File: src/rtl/tmr16.sv
module tmr16 #(
  parameter int TW = 16,
  parameter int PW = 16
) (
  input  logic        clk,
  input  logic        rst_n,
  input  logic        tick_en,
  input  logic        reg_wr,
  input  logic [3:0]  reg_addr,
  input  logic [15:0] reg_wdata,
  output logic [15:0] reg_rdata,
  input  logic        cap_in,
  output logic [3:0]  match_out,
  output logic        irq
);
  localparam int NCH = 4;
  localparam logic [3:0] A_CTRL = 4'd0, A_TC = 4'd1, A_PR = 4'd2, A_PC = 4'd3,
                         A_MCR = 4'd4, A_CCR = 4'd5, A_CR = 4'd6, A_EMR = 4'd7,
                         A_MR0 = 4'd8, A_PWM = 4'd12, A_IR = 4'd13;

  logic [4:0]    ctrl_q;
  logic [TW-1:0] tc_q, cr_q;
  logic [PW-1:0] pr_q, pc_q;
  logic [11:0]   mcr_q;
  logic [2:0]    ccr_q;
  logic [NCH-1:0] emr_q, pwm_q;
  logic [7:0]    ema_q;
  logic [TW-1:0] mr_q [NCH];
  logic [4:0]    ir_q;
  logic [2:0]    sy_q;

  logic rise, fall, pin_ev, src_ev, pre_ev, pc_wrap, tmr_tick, cap_ev, do_rst, do_stop;
  logic [NCH-1:0] match_ev, m_irq, m_rst, m_stop;

  assign rise     = sy_q[1] & ~sy_q[2];
  assign fall     = ~sy_q[1] & sy_q[2];
  assign pin_ev   = (ctrl_q[3] & rise) | (ctrl_q[4] & fall);
  assign src_ev   = ctrl_q[2] ? pin_ev : tick_en;
  assign pre_ev   = ctrl_q[0] & ~ctrl_q[1] & src_ev;
  assign pc_wrap  = pc_q >= pr_q;
  assign tmr_tick = pre_ev & pc_wrap;
  assign cap_ev   = (ccr_q[0] & rise) | (ccr_q[1] & fall);

  for (genvar i = 0; i < NCH; i++) begin : g_ch
    assign m_irq[i]     = mcr_q[3*i];
    assign m_rst[i]     = mcr_q[3*i+1];
    assign m_stop[i]    = mcr_q[3*i+2];
    assign match_ev[i]  = tmr_tick & (tc_q == mr_q[i]);
    assign match_out[i] = pwm_q[i] ? (tc_q >= mr_q[i]) : emr_q[i];
  end

  assign do_rst  = |(match_ev & m_rst);
  assign do_stop = |(match_ev & m_stop);
  assign irq     = |ir_q;

  always_ff @(posedge clk or negedge rst_n) begin
    if (!rst_n) sy_q <= '0;
    else        sy_q <= {sy_q[1:0], cap_in};
  end

  always_ff @(posedge clk or negedge rst_n) begin
    if (!rst_n) begin
      tc_q <= '0;
      pc_q <= '0;
    end else if (ctrl_q[1]) begin
      tc_q <= '0;
      pc_q <= '0;
    end else if (pre_ev) begin
      pc_q <= pc_wrap ? '0 : pc_q + 1'b1;
      if (tmr_tick) begin
        if (do_rst)        tc_q <= '0;
        else if (!do_stop) tc_q <= tc_q + 1'b1;
      end
    end
  end

  always_ff @(posedge clk or negedge rst_n) begin
    if (!rst_n) begin
      ctrl_q <= '0;
      pr_q   <= '0;
      mcr_q  <= '0;
      ccr_q  <= '0;
      ema_q  <= '0;
      pwm_q  <= '0;
      for (int i = 0; i < NCH; i++) mr_q[i] <= '0;
    end else begin
      if (reg_wr && reg_addr == A_CTRL) ctrl_q <= reg_wdata[4:0];
      else if (do_stop)                 ctrl_q[0] <= 1'b0;
      if (reg_wr && reg_addr == A_PR)   pr_q  <= reg_wdata[PW-1:0];
      if (reg_wr && reg_addr == A_MCR)  mcr_q <= reg_wdata[11:0];
      if (reg_wr && reg_addr == A_CCR)  ccr_q <= reg_wdata[2:0];
      if (reg_wr && reg_addr == A_EMR)  ema_q <= reg_wdata[11:4];
      if (reg_wr && reg_addr == A_PWM)  pwm_q <= reg_wdata[3:0];
      for (int i = 0; i < NCH; i++)
        if (reg_wr && reg_addr == A_MR0 + 4'(i)) mr_q[i] <= reg_wdata[TW-1:0];
    end
  end

  always_ff @(posedge clk or negedge rst_n) begin
    if (!rst_n) begin
      emr_q <= '0;
    end else begin
      for (int i = 0; i < NCH; i++) begin
        if (reg_wr && reg_addr == A_EMR) emr_q[i] <= reg_wdata[i];
        else if (match_ev[i]) begin
          case (ema_q[2*i +: 2])
            2'b01:   emr_q[i] <= 1'b0;
            2'b10:   emr_q[i] <= 1'b1;
            2'b11:   emr_q[i] <= ~emr_q[i];
            default: emr_q[i] <= emr_q[i];
          endcase
        end
      end
    end
  end

  always_ff @(posedge clk or negedge rst_n) begin
    if (!rst_n) begin
      cr_q <= '0;
      ir_q <= '0;
    end else begin
      if (cap_ev) cr_q <= tc_q;
      ir_q <= (ir_q & ~((reg_wr && reg_addr == A_IR) ? reg_wdata[4:0] : 5'd0))
              | {cap_ev & ccr_q[2], match_ev & m_irq};
    end
  end

  always_comb begin
    reg_rdata = '0;
    case (reg_addr)
      A_CTRL:  reg_rdata = 16'(ctrl_q);
      A_TC:    reg_rdata = 16'(tc_q);
      A_PR:    reg_rdata = 16'(pr_q);
      A_PC:    reg_rdata = 16'(pc_q);
      A_MCR:   reg_rdata = 16'(mcr_q);
      A_CCR:   reg_rdata = 16'(ccr_q);
      A_CR:    reg_rdata = 16'(cr_q);
      A_EMR:   reg_rdata = 16'({ema_q, emr_q});
      4'd8:    reg_rdata = 16'(mr_q[0]);
      4'd9:    reg_rdata = 16'(mr_q[1]);
      4'd10:   reg_rdata = 16'(mr_q[2]);
      4'd11:   reg_rdata = 16'(mr_q[3]);
      A_PWM:   reg_rdata = 16'(pwm_q);
      A_IR:    reg_rdata = 16'(ir_q);
      default: reg_rdata = '0;
    endcase
  end
endmodule

File: config.mk
export PLATFORM = sky130hd
export DESIGN_NAME = tmr16
export DESIGN_NICKNAME = d
export VERILOG_FILES = /design/src/rtl/tmr16.sv
export SDC_FILE = /design/constraint.sdc
export NUM_CORES = 1
export LEC_CHECK = 0
export CAP_MARGIN = 20
export CORE_AREA = 2 2 148 150
export CTS_BUF_LIST = sky130_fd_sc_hd__clkbuf_8
export DETAILED_ROUTE_END_ITERATION = 12
export DIE_AREA = 0 0 150 152
export DONT_BUFFER_PORTS = 1
export HOLD_SLACK_MARGIN = 0.1
export PLACE_DENSITY = 0.67
export SLEW_MARGIN = 0
export SYNTH_ARGS = -nofsm -noshare
export SYNTH_HDL_FRONTEND = slang
export SYNTH_SLANG_ARGS = --single-unit
File: constraint.sdc
create_clock -name clk -period 2.4 [get_ports clk]
set_clock_uncertainty 0.2 [all_clocks]
set_input_delay 0.36 -clock clk [delete_from_list [all_inputs] [get_ports clk]]
set_output_delay 0.36 -clock clk [all_outputs]
set_load 0.05 [all_outputs]
==> reports/metrics.cfg, run 1 <==
[run_status]
status=complete, but fails checks
failed_checks=hold timing, setup timing

[layout]
finalNonFillerCells=1617
layout_common_cells=buf_4 (215), dfrtp_1 (155), mux2_2 (117)
nFillCells=1555
diodes=0
final_nets=1435
multi_input_area_sq_um=6648
regArea_sq_um=4325
drive_gt1_share_pct=45.92
area_delta_synth_final_pct=43.37
layout.cells.most_common=buf_4

[sta]
rsz0062_at_grt=true
slew_headroom_pct=53.84
setup_slack_ns=-0.7809
period_share_pct=132.5
fin_hold_ws_ns=-0.6356
min_period_ns=3.181
tns_ns=-11.93
hold_viol_final=172
fmax_mhz=314.4
tightestPinTransition_ns=0.6901
setup_violations=43
slew_viol_final=0

[pwr]
power_switching_mw=3.463
powerDensity_nw_per_um2=641.5
clkPwrFrac_pct=22.8
p_int_mw=6.132
sequentialPowerShare_pct=39.5
sw_frac_of_total_pct=36.09
combinationalPowerShare_pct=37.7
vdd_drop_max_mv=0.5170
power.leakage_nw=6.906

[global_routing]
antenna_found_initial=0
grt.overflow.total=0
grt_use_total_pct=32.83
grt_pass1_vias=10160
grt_start_max_net_pins=173
grt_pass1_wl_mm=57.07

[placed_design]
place_congestion=0.9232
io_buffers=0
place_hpwl_mm=25.86
numPlacedInstances=1514

[clock_tree]
cts_buffers=17
cts_buffer_depth=2
cts_tree=yes
cts_root_buf=clkbuf_8
cts.sinks=172
htree_levels=4
clk_pin_slew_ns=0.11
cts_hold_buf=23
clk_latency_ns=0.48

[synth]
syn_nets=1145
synthCells=1034
synth_area_sq_um=10430
synth_edf_count=0
synth_seq_cells=172
netlist.area_leader.share_pct=41.26
seq_area_frac_synth_pct=41.26
ys_types=73
yosysWarnings=0
yosys.area.top_type=dfrtp_1
synthArstFlopShare_pct=100.0
ys.flop_type=dfrtp_1
synth_area_per_cell_sq_um=10.09
yosys-top-cells-area=dfrtp_1 (41%), mux2_2 (13%), ha_1 (10%), inv_1 (3.2%), a22oi_1 (3.1%)

[worst_setup_path]
criticalPathCategory=register to primary output
crit_arrival_ns=2.62
crit_path_start_kind=register
cp_max_fo=4
cpMostUsedCell=nor3_4
cp-end-kind=primary output
required_ns=1.84
path_cells=buf_6, ha_4, nand4_1, buf_4, nor2_4, nand2_2, nor3_4, nor3_4, a21oi_4, buf_12
slowest_stage=dfrtp_2
critPathMaxStageDelay_ns=0.49

[detailed_routing]
drtAntennaViolNets=0
routed_wirelength_mm=37.51
viasPerCell=6.115
drtPass1Iterations=5
drcViolationCount=0
drtIter0Drc=881
wl_per_cell_um=23.20
num_vias=9888

[die]
num_rows=54
dieArea_sq_um=22800
die_h_um=152
pin_count=46
core_sq_um=21350
initial_core_util_pct=48.86
die_w_um=150

[hold_path]
min_path_type=primary input to async pin

[run]
cap_violations=0

## critical path: cells and delay by family (launching register included)
family / cells / cell delay (ns)
simple gates: 5 / 0.68
flops: 1 / 0.49
compound gates: 1 / 0.20
fa+ha+maj: 1 / 0.26
buf+inv: 3 / 0.51
## through the flow
step                      utilization, %  setup WS (ns)  total power [mW]  area (sq um)
after floorplan                        -       -0.05482             5.302         10580
final                              70.05        -0.7809             9.595         14960
after detailed placement           60.31        -0.3712             6.820         12880
after global placement             60.31        -0.3021             6.715         12880
after CTS                          68.31        -0.7266             9.326         14590
after global routing               70.05        -0.8348             10.02         14960
## power groups by stage
| stage | sequential, mW | clock [mW] | combinational, mW |
|---|---|---|---|
| floorplan | 3.69 | 0 | 1.61 |
| global placement | 3.79 | 0 | 2.93 |
| detailed placement | 3.81 | 0 | 3.01 |
| CTS | 3.76 | 2.20 | 3.36 |
| global route | 3.84 | 2.34 | 3.84 |
| finish | 3.79 | 2.18 | 3.62 |
## worst paths after layout
kind	start	to	slack, ns	cells after the start
max	tc_q[9]	match_out[0]	-0.78	10
min	rst_n	pwm_q[0]	-0.64	0
max reg2reg	tc_q[11]	tc_q[0]	-0.52	12
min reg2reg	sy_q[0]	sy_q[1]	0.16	0
max in group asynchronous	rst_n	pc_q[2]	2.12	0
min in group clk	reg_addr[1]	ccr_q[2]	0.12	4
## per-layer routing
layer  wire [um]  part of all wire (%)  GRT usage, %  vias up
li1            -                     -             -     4399
met1       14800                    39         41.64     4908
met2       18140                    48         53.66      429
met3        2434                   6.5         6.066      152
met4        2133                   5.7         16.22        0
met5           0                     0             0        -
## synth_stat cells, drive strengths merged, types with 3 or more instances
master  number
nand2       75
a21oi       48
o21a         8
a32o         3
xor2         4
a41oi        4
buf          8
ha          86
nor3b        6
mux2       120
a22o        19
inv         90
nand3b      13
nor2b       10
and3        16
and2         3
or3          4
nand4       33
clkbuf      34
a211o        4
a21o         9
or2          3
nor3        27
o211ai       5
nand4b       4
o21ai       55
a32oi        3
a211oi       4
nor4         4
nand3       16
nand2b       8
a31oi        5
a22oi       44
dfrtp      172
nor2        48
a221oi      13
## repair_timing
action | CTS | global route
endpoints found under the setup margin | 58 | 59
buffers inserted | 49 | 17
pin swaps | 82 | 67
hold endpoints to repair | 294 | 172
gates resized for setup | 156 | 90
gates cloned | 1 | 1
## final cells by class
cell class	count	share of cell area, %
flip-flops and latches	172	28.92
repair buffers	311	19.30
clock buffers	18	1.656
clock inverters	14	1.062
inverters	90	2.275
well taps	280	2.342
multi-input cells	732	44.45
## registers in the layout (all words and copies together), names as in the netlist
register  flops
sy_q          3
mcr_q        12
ir_q          5
tc_q         16
ctrl_q        5
pwm_q         4
emr_q         4
ema_q         8
pc_q         16
cr_q         16
pr_q         16
mr_q         64
ccr_q         3
## kinds of logic (layout without fill, tap and decap cells)
logic type	count (synthesis)	in the layout	share of synthesized area, %
multiplexers	121	121	13.05
buffers and inverters	132	433	4.845
AND/OR/NAND/NOR	276	278	14.12
XOR/XNOR	6	6	0.5037
flip-flops	172	172	41.26
adder cells (fa/ha/maj)	86	86	10.31
AO/OA/AOI/OAI	241	241	15.92
Note: power is estimated with default switching activity, not from simulation.
==> run 2: changes to the inputs <==
CTS_CLUSTER_DIAMETER = 200   (was not set)
SKIP_CTS_REPAIR_TIMING = 1   (was not set)
==> run 2 against run 1 <==
Compared with the run above: the run still ends with hold timing, setup timing left; hold slack better by 0.011 ns; critical endpoint is now match_out[2]; register-to-register slack worse by 0.06 ns; sequential power hardly changed; largest power group unchanged; final cell count is 1.5% lower.
==> reports/metrics.cfg, run 2 (same netlist as run 1, synthesis figures left out) <==
[run_status]
status=complete, but fails checks
failed_checks=hold timing, setup timing

[pwr]
clkPwrFrac_pct=23.1  ; +0.3 points
sequentialPowerShare_pct=40.5  ; +1.0 points
vdd_drop_max_mv=0.4855  ; -6.1%
powerDensity_nw_per_um2=652.4  ; +1.7%
power_switching_mw=3.325  ; -4.0%
combinationalPowerShare_pct=36.4  ; -1.3 points
power.leakage_nw=6.702  ; -3.0%
finalPower_mw=9.356  ; -2.5%
sw_frac_of_total_pct=35.54  ; -0.55 points
p_int_mw=6.031  ; -1.6%

[detailed_routing]
drcViolationCount=0  ; unchanged
drtPass1Iterations=7  ; +2
num_vias=9625  ; -2.7%
wl_per_cell_um=22.08  ; -4.8%
routed_wirelength_mm=35.17  ; -6.2%
drtAntennaViolNets=0  ; unchanged
viasPerCell=6.042  ; -1.2%
drtIter0Drc=840  ; -4.7%

[worst_setup_path]
crit_arrival_ns=2.58  ; -0.04 ns
crit_family=compound AO/OA/AOI/OAI gates
critPathMaxStageDelay_ns=0.45  ; -0.04 ns
path_buf_inv=1  ; -2
cp_max_fo=5  ; +1
criticalPathCategory=register to primary output
required_ns=1.84  ; about the same
slowest_stage=dfrtp_2
cpMostUsedCell=o21a_1
path_cells=buf_6, ha_4, nor2b_4, o21a_1, o21a_1, o21a_1, o21a_1, o31ai_4, a21oi_4
crit_path_start_kind=register
cp-end-kind=primary output

[die]
die_h_um=152  ; unchanged
num_rows=54  ; unchanged
die_w_um=150  ; unchanged
core_sq_um=21350  ; unchanged
initial_core_util_pct=48.86  ; unchanged
pin_count=46  ; unchanged
dieArea_sq_um=22800  ; unchanged

[global_routing]
grt.met2_usage_pct=47.92  ; -5.7 points
grt_use_met3_pct=6.306  ; +0.24 points
grt_pass1_wl_mm=52.30  ; -8.4%
grt_use_total_pct=30.14  ; -2.7 points
antenna_found_initial=1  ; +1
grt.overflow.total=0  ; unchanged
grt_start_max_net_pins=173  ; unchanged
top_usage_layer=met2
met1_usage_pct=39.58  ; -2.1 points
grt_pass1_vias=9211  ; -9.4%

[sta]
setup_slack_ns=-0.7382  ; +0.04270 ns
fin_hold_ws_ns=-0.6250  ; +0.01062 ns
slew_headroom_pct=55.14  ; +1.3 points
tightestPinTransition_ns=0.6707  ; -0.01945 ns
hold_viol_final=172  ; unchanged
rsz0062_at_grt=true
period_share_pct=130.8  ; -1.8 points
min_period_ns=3.138  ; -0.04270 ns
fmax_mhz=318.7  ; +1.4%
setup_violations=40  ; -7.0%
slew_viol_final=0  ; unchanged

[clock_tree]
cts_buffers=17  ; unchanged
htree_levels=4  ; unchanged
cts_buffer_depth=2  ; unchanged
cts_root_buf=clkbuf_8
clk_latency_ns=0.48  ; about the same
cts.sinks=172  ; unchanged
cts_tree=yes
clk_pin_slew_ns=0.10  ; about the same

[placed_design]
place_congestion=0.9232  ; unchanged
io_buffers=0  ; unchanged
pre_cts_ws_ns=-0.3712  ; unchanged
place_hpwl_mm=25.86  ; unchanged

[layout]
drive_gt1_share_pct=41.92  ; -4.0 points
largest_register_ffs=64  ; unchanged
layout_common_cells=buf_4 (215), dfrtp_1 (158), mux2_2 (117)
layout.cells.most_common=buf_4
area_delta_synth_final_pct=37.47
regMostFlops=mr_q
final_nets=1410  ; -1.7%

[run]
cap_violations=0  ; unchanged

[hold_path]
min_path_type=primary input to async pin

-- run 2: cell types whose count changed in the layout (fill, tap and decap cells not counted), sizes merged --
cell,delta
diode,+1
nor2,-1
dlymetal6s4s,-1
buf,-19
and4b,-1
dlygate4sd3,-3
-- run 2: layout make-up --
class	count	area, sq um
inverter	90	340.3
sequential	172	4322
multi-input combinational	730	6297
clock inverter	14	158.9
clock buffer	18	247.7
timing repair buffer	288	2623
tap	280	350.3
antenna	1	2.502
fill	1659	7009
-- run 2: worst register-to-register path: stages, from the launching register on --
cell	delay, ns
dfrtp_2	0.47
buf_6	0.14
ha_4	0.25
nand4_1	0.18
buf_4	0.21
nor4_4	0.26
buf_4	0.16
a22o_1	0.17
nor2_4	0.06
buf_6	0.13
or2_4	0.23
a21oi_4	0.26
mux2_4	0.19
-- run 2: layer usage --
metal  wire [um]  vias up
met5           0        -
met4        1833        0
met3        2499      114
met2       16710      409
met1       14130     4743
li1            -     4359
-- run 2: power by group through the flow --
stage | Sequential (mW) | Clock [mW] | Combinational, mW
floorplan | 3.69 | 0 | 1.61
global placement | 3.79 | 0 | 2.93
detailed placement | 3.81 | 0 | 3.01
CTS | 3.75 | 2.20 | 3.03
global route | 3.83 | 2.33 | 3.64
finish | 3.79 | 2.17 | 3.41
-- run 2: final timing paths --
kind	from	to	slack (ns)	cells past startpoint
min reg2reg	sy_q[0]	sy_q[1]	0.16	0
min in group clk	reg_addr[1]	ccr_q[0]	0.07	5
max reg2reg	tc_q[13]	tc_q[0]	-0.58	12
max in group asynchronous	rst_n	tc_q[15]	2.22	0
max	tc_q[1]	match_out[2]	-0.74	9
min	rst_n	tc_q[5]	-0.63	0
-- run 2: stage by stage --
step / setup TNS, ns / instances / instance area [sq um] / utilization [%]
floorplan: -0.2618 / 1034 / 10580 / -
CTS: -15.66 / 1546 / 13280 / 62.21
global route: -16.60 / 1593 / 14340 / 67.17
finish: -12.38 / 1593 / 14340 / 67.17
detailed placement: -10.09 / 1514 / 12880 / 60.31
global placement: -8.305 / 1514 / 12880 / 60.31
==> run 3: changes to the inputs <==
CORE_AREA = 2 2 204 206   (was 2 2 148 150)
DIE_AREA = 0 0 206 208   (was 0 0 150 152)
PLACE_DENSITY = not set   (was 0.67)
==> run 3 against run 2 <==
Compared with the run above: the run still ends with hold timing, setup timing left; global-route usage fell by 13 points; flip-flop and latch count did not move; hold slack got worse by 0.0098 ns; design area rose by 3.8%; sequential share of layout area fell by 1.1 points; total power rose by 1.5%; die area rose by 88%; routed wire length rose by 7.6%; clock-buffer cell count fell by 1; critical endpoint is now match_out[3]; largest cell class unchanged; highest routed layer is now met5.
==> reports/metrics.cfg, run 3 (same netlist as run 1, synthesis figures left out) <==
[sta]
tightestPinTransition_ns=0.6780  ; +0.007306 ns
fin_hold_ws_ns=-0.6348  ; -0.009761 ns
hold_viol_final=172  ; unchanged
period_share_pct=130.3  ; -0.49 points
setup_slack_ns=-0.7265  ; +0.01168 ns
setup_violations=56  ; +40%
slew_headroom_pct=54.65  ; -0.49 points
min_period_ns=3.127  ; -0.01168 ns
rsz0062_at_grt=true
slew_viol_final=0  ; unchanged
fmax_mhz=319.8  ; +0.37%
tns_ns=-12.83  ; -0.4528 ns

[worst_setup_path]
cpMostUsedCell=o21a_1
required_ns=1.84  ; about the same
crit_family=compound AO/OA/AOI/OAI gates
path_cells=ha_1, nor2b_1, o21a_1, o21a_1, o211ai_1, a311oi_2, o22a_2, buf_12
slowest_stage=dfrtp_2
cp_max_fo=5  ; unchanged
crit_path_start_kind=register
critPathMaxStageDelay_ns=0.47  ; +0.02 ns
crit_arrival_ns=2.57  ; about the same
criticalPathCategory=register to primary output
path_buf_inv=1  ; unchanged
cp-end-kind=primary output

[pwr]
clkPwrFrac_pct=22.7  ; -0.4 points
finalPower_mw=9.497  ; +1.5%
combinationalPowerShare_pct=37.1  ; +0.7 points
power.leakage_nw=6.755  ; +0.79%
powerDensity_nw_per_um2=637.9  ; -2.2%
sequentialPowerShare_pct=40.1  ; -0.4 points
sw_frac_of_total_pct=36.40  ; +0.87 points
vdd_drop_max_mv=0.4767  ; -1.8%
p_int_mw=6.040  ; +0.14%
power_switching_mw=3.457  ; +4.0%

[detailed_routing]
drtAntennaViolNets=0  ; unchanged
drtPass1Iterations=5  ; -2
viasPerCell=5.116  ; -15%
drtIter0Drc=851  ; +1.3%
num_vias=9423  ; -2.1%
routed_wirelength_mm=37.86  ; +7.6%
wl_per_cell_um=20.55  ; -6.9%
drcViolationCount=0  ; unchanged

[layout]
largest_register_ffs=64  ; unchanged
multi_input_area_sq_um=6569  ; +4.3%
regMostFlops=mr_q
fin_util_pct=36.71  ; -30 points
final_nets=1404  ; -0.43%
drive_gt1_share_pct=44.18  ; +2.3 points
regArea_sq_um=4320  ; about the same
layout_common_cells=buf_4 (203), dfrtp_1 (159), mux2_2 (118)
nFillCells=4011  ; +140%
layout.cells.most_common=buf_4
area_delta_synth_final_pct=42.70

[placed_design]
place_congestion=0.9500  ; +2.9%
place_hpwl_mm=28.13  ; +8.8%
io_buffers=0  ; unchanged

[clock_tree]
cts_tree=yes
htree_levels=4  ; unchanged
cts.sinks=172  ; unchanged
cts_buffer_depth=2  ; unchanged
cts_root_buf=clkbuf_8
clk_latency_ns=0.50  ; +0.02 ns
cts_buffers=17  ; unchanged
clk_pin_slew_ns=0.09  ; about the same

[die]
initial_core_util_pct=25.73  ; -23 points
die_w_um=206  ; +37%
die_h_um=208  ; +37%
num_rows=74  ; +37%
dieArea_sq_um=42850  ; +88%
core_sq_um=40550  ; +90%
pin_count=46  ; unchanged

[run_status]
failed_checks=hold timing, setup timing
status=complete, but fails checks

[global_routing]
grt.overflow.total=0  ; unchanged
grt_use_total_pct=17.22  ; -13 points
grt_start_max_net_pins=173  ; unchanged
grt_pass1_wl_mm=55.67  ; +6.5%
antenna_found_initial=4  ; +3
grt_pass1_vias=9111  ; -1.1%

[hold_path]
min_path_type=primary input to async pin

[run]
cap_violations=0  ; unchanged

-- run 3: changes by cell type in the layout (fill, tap and decap cells not counted), sizes merged --
| cell | previous run | this run |
|---|---|---|
| dlygate4sd3 | 19 | 18 |
| clkbuf | 18 | 17 |
| clkinvlp | 0 | 4 |
| inv | 96 | 95 |
| buf | 269 | 264 |
| clkinv | 6 | 4 |
| diode | 1 | 4 |
-- run 3: layout make-up --
class | instances | area share, %
Multi-Input combinational cell | 730 | 44.12
Sequential cell | 172 | 29.02
Timing Repair Buffer | 282 | 17.36
Tap cell | 532 | 4.471
Inverter | 90 | 2.286
Clock buffer | 17 | 1.572
Clock inverter | 15 | 1.101
Antenna cell | 4 | 0.06724
-- run 3: final timing paths --
path / startpoint / to / slack, ns / cells past startpoint
max: tc_q[1] / match_out[3] / -0.73 / 8
min: rst_n / mr_q[49] / -0.63 / 0
max reg2reg: tc_q[14] / tc_q[0] / -0.49 / 11
min reg2reg: sy_q[0] / sy_q[1] / 0.18 / 0
max in group asynchronous: rst_n / mr_q[40] / 2.31 / 0
min in group clk: reg_addr[1] / ccr_q[0] / 0.06 / 5
-- run 3: metal layers --
layer | vias to the layer above | GRT usage, % | part of all wire [%]
met5 | - | 0 | 0.024
met3 | 57 | 4.699 | 7.0
li1 | 4358 | - | -
met2 | 315 | 26.51 | 46
met4 | 2 | 5.517 | 2.6
met1 | 4691 | 23.31 | 44
-- run 3: power by group through the flow --
stage / clock network (mW) / registers, mW / logic, mW
after global placement: 0 / 3.82 / 2.96
after CTS: 2.20 / 3.79 / 3.03
after floorplan: 0 / 3.69 / 1.61
after detailed placement: 0 / 3.84 / 3.02
after global routing: 2.32 / 3.86 / 3.78
final: 2.16 / 3.81 / 3.53
-- run 3: per-stage QoR --
| stage | instance area (sq um) | setup slack, ns | hold WS [ns] | cells |
|---|---|---|---|---|
| floorplan | 10580 | -0.05482 | -0.1356 | 1034 |
| global placement | 13150 | -0.5026 | -0.1127 | 1764 |
| detailed placement | 13150 | -0.4799 | -0.1125 | 1764 |
| CTS | 13550 | -0.8542 | -0.6594 | 1796 |
| global route | 14880 | -0.8337 | -0.6630 | 1840 |
| finish | 14890 | -0.7265 | -0.6348 | 1842 |
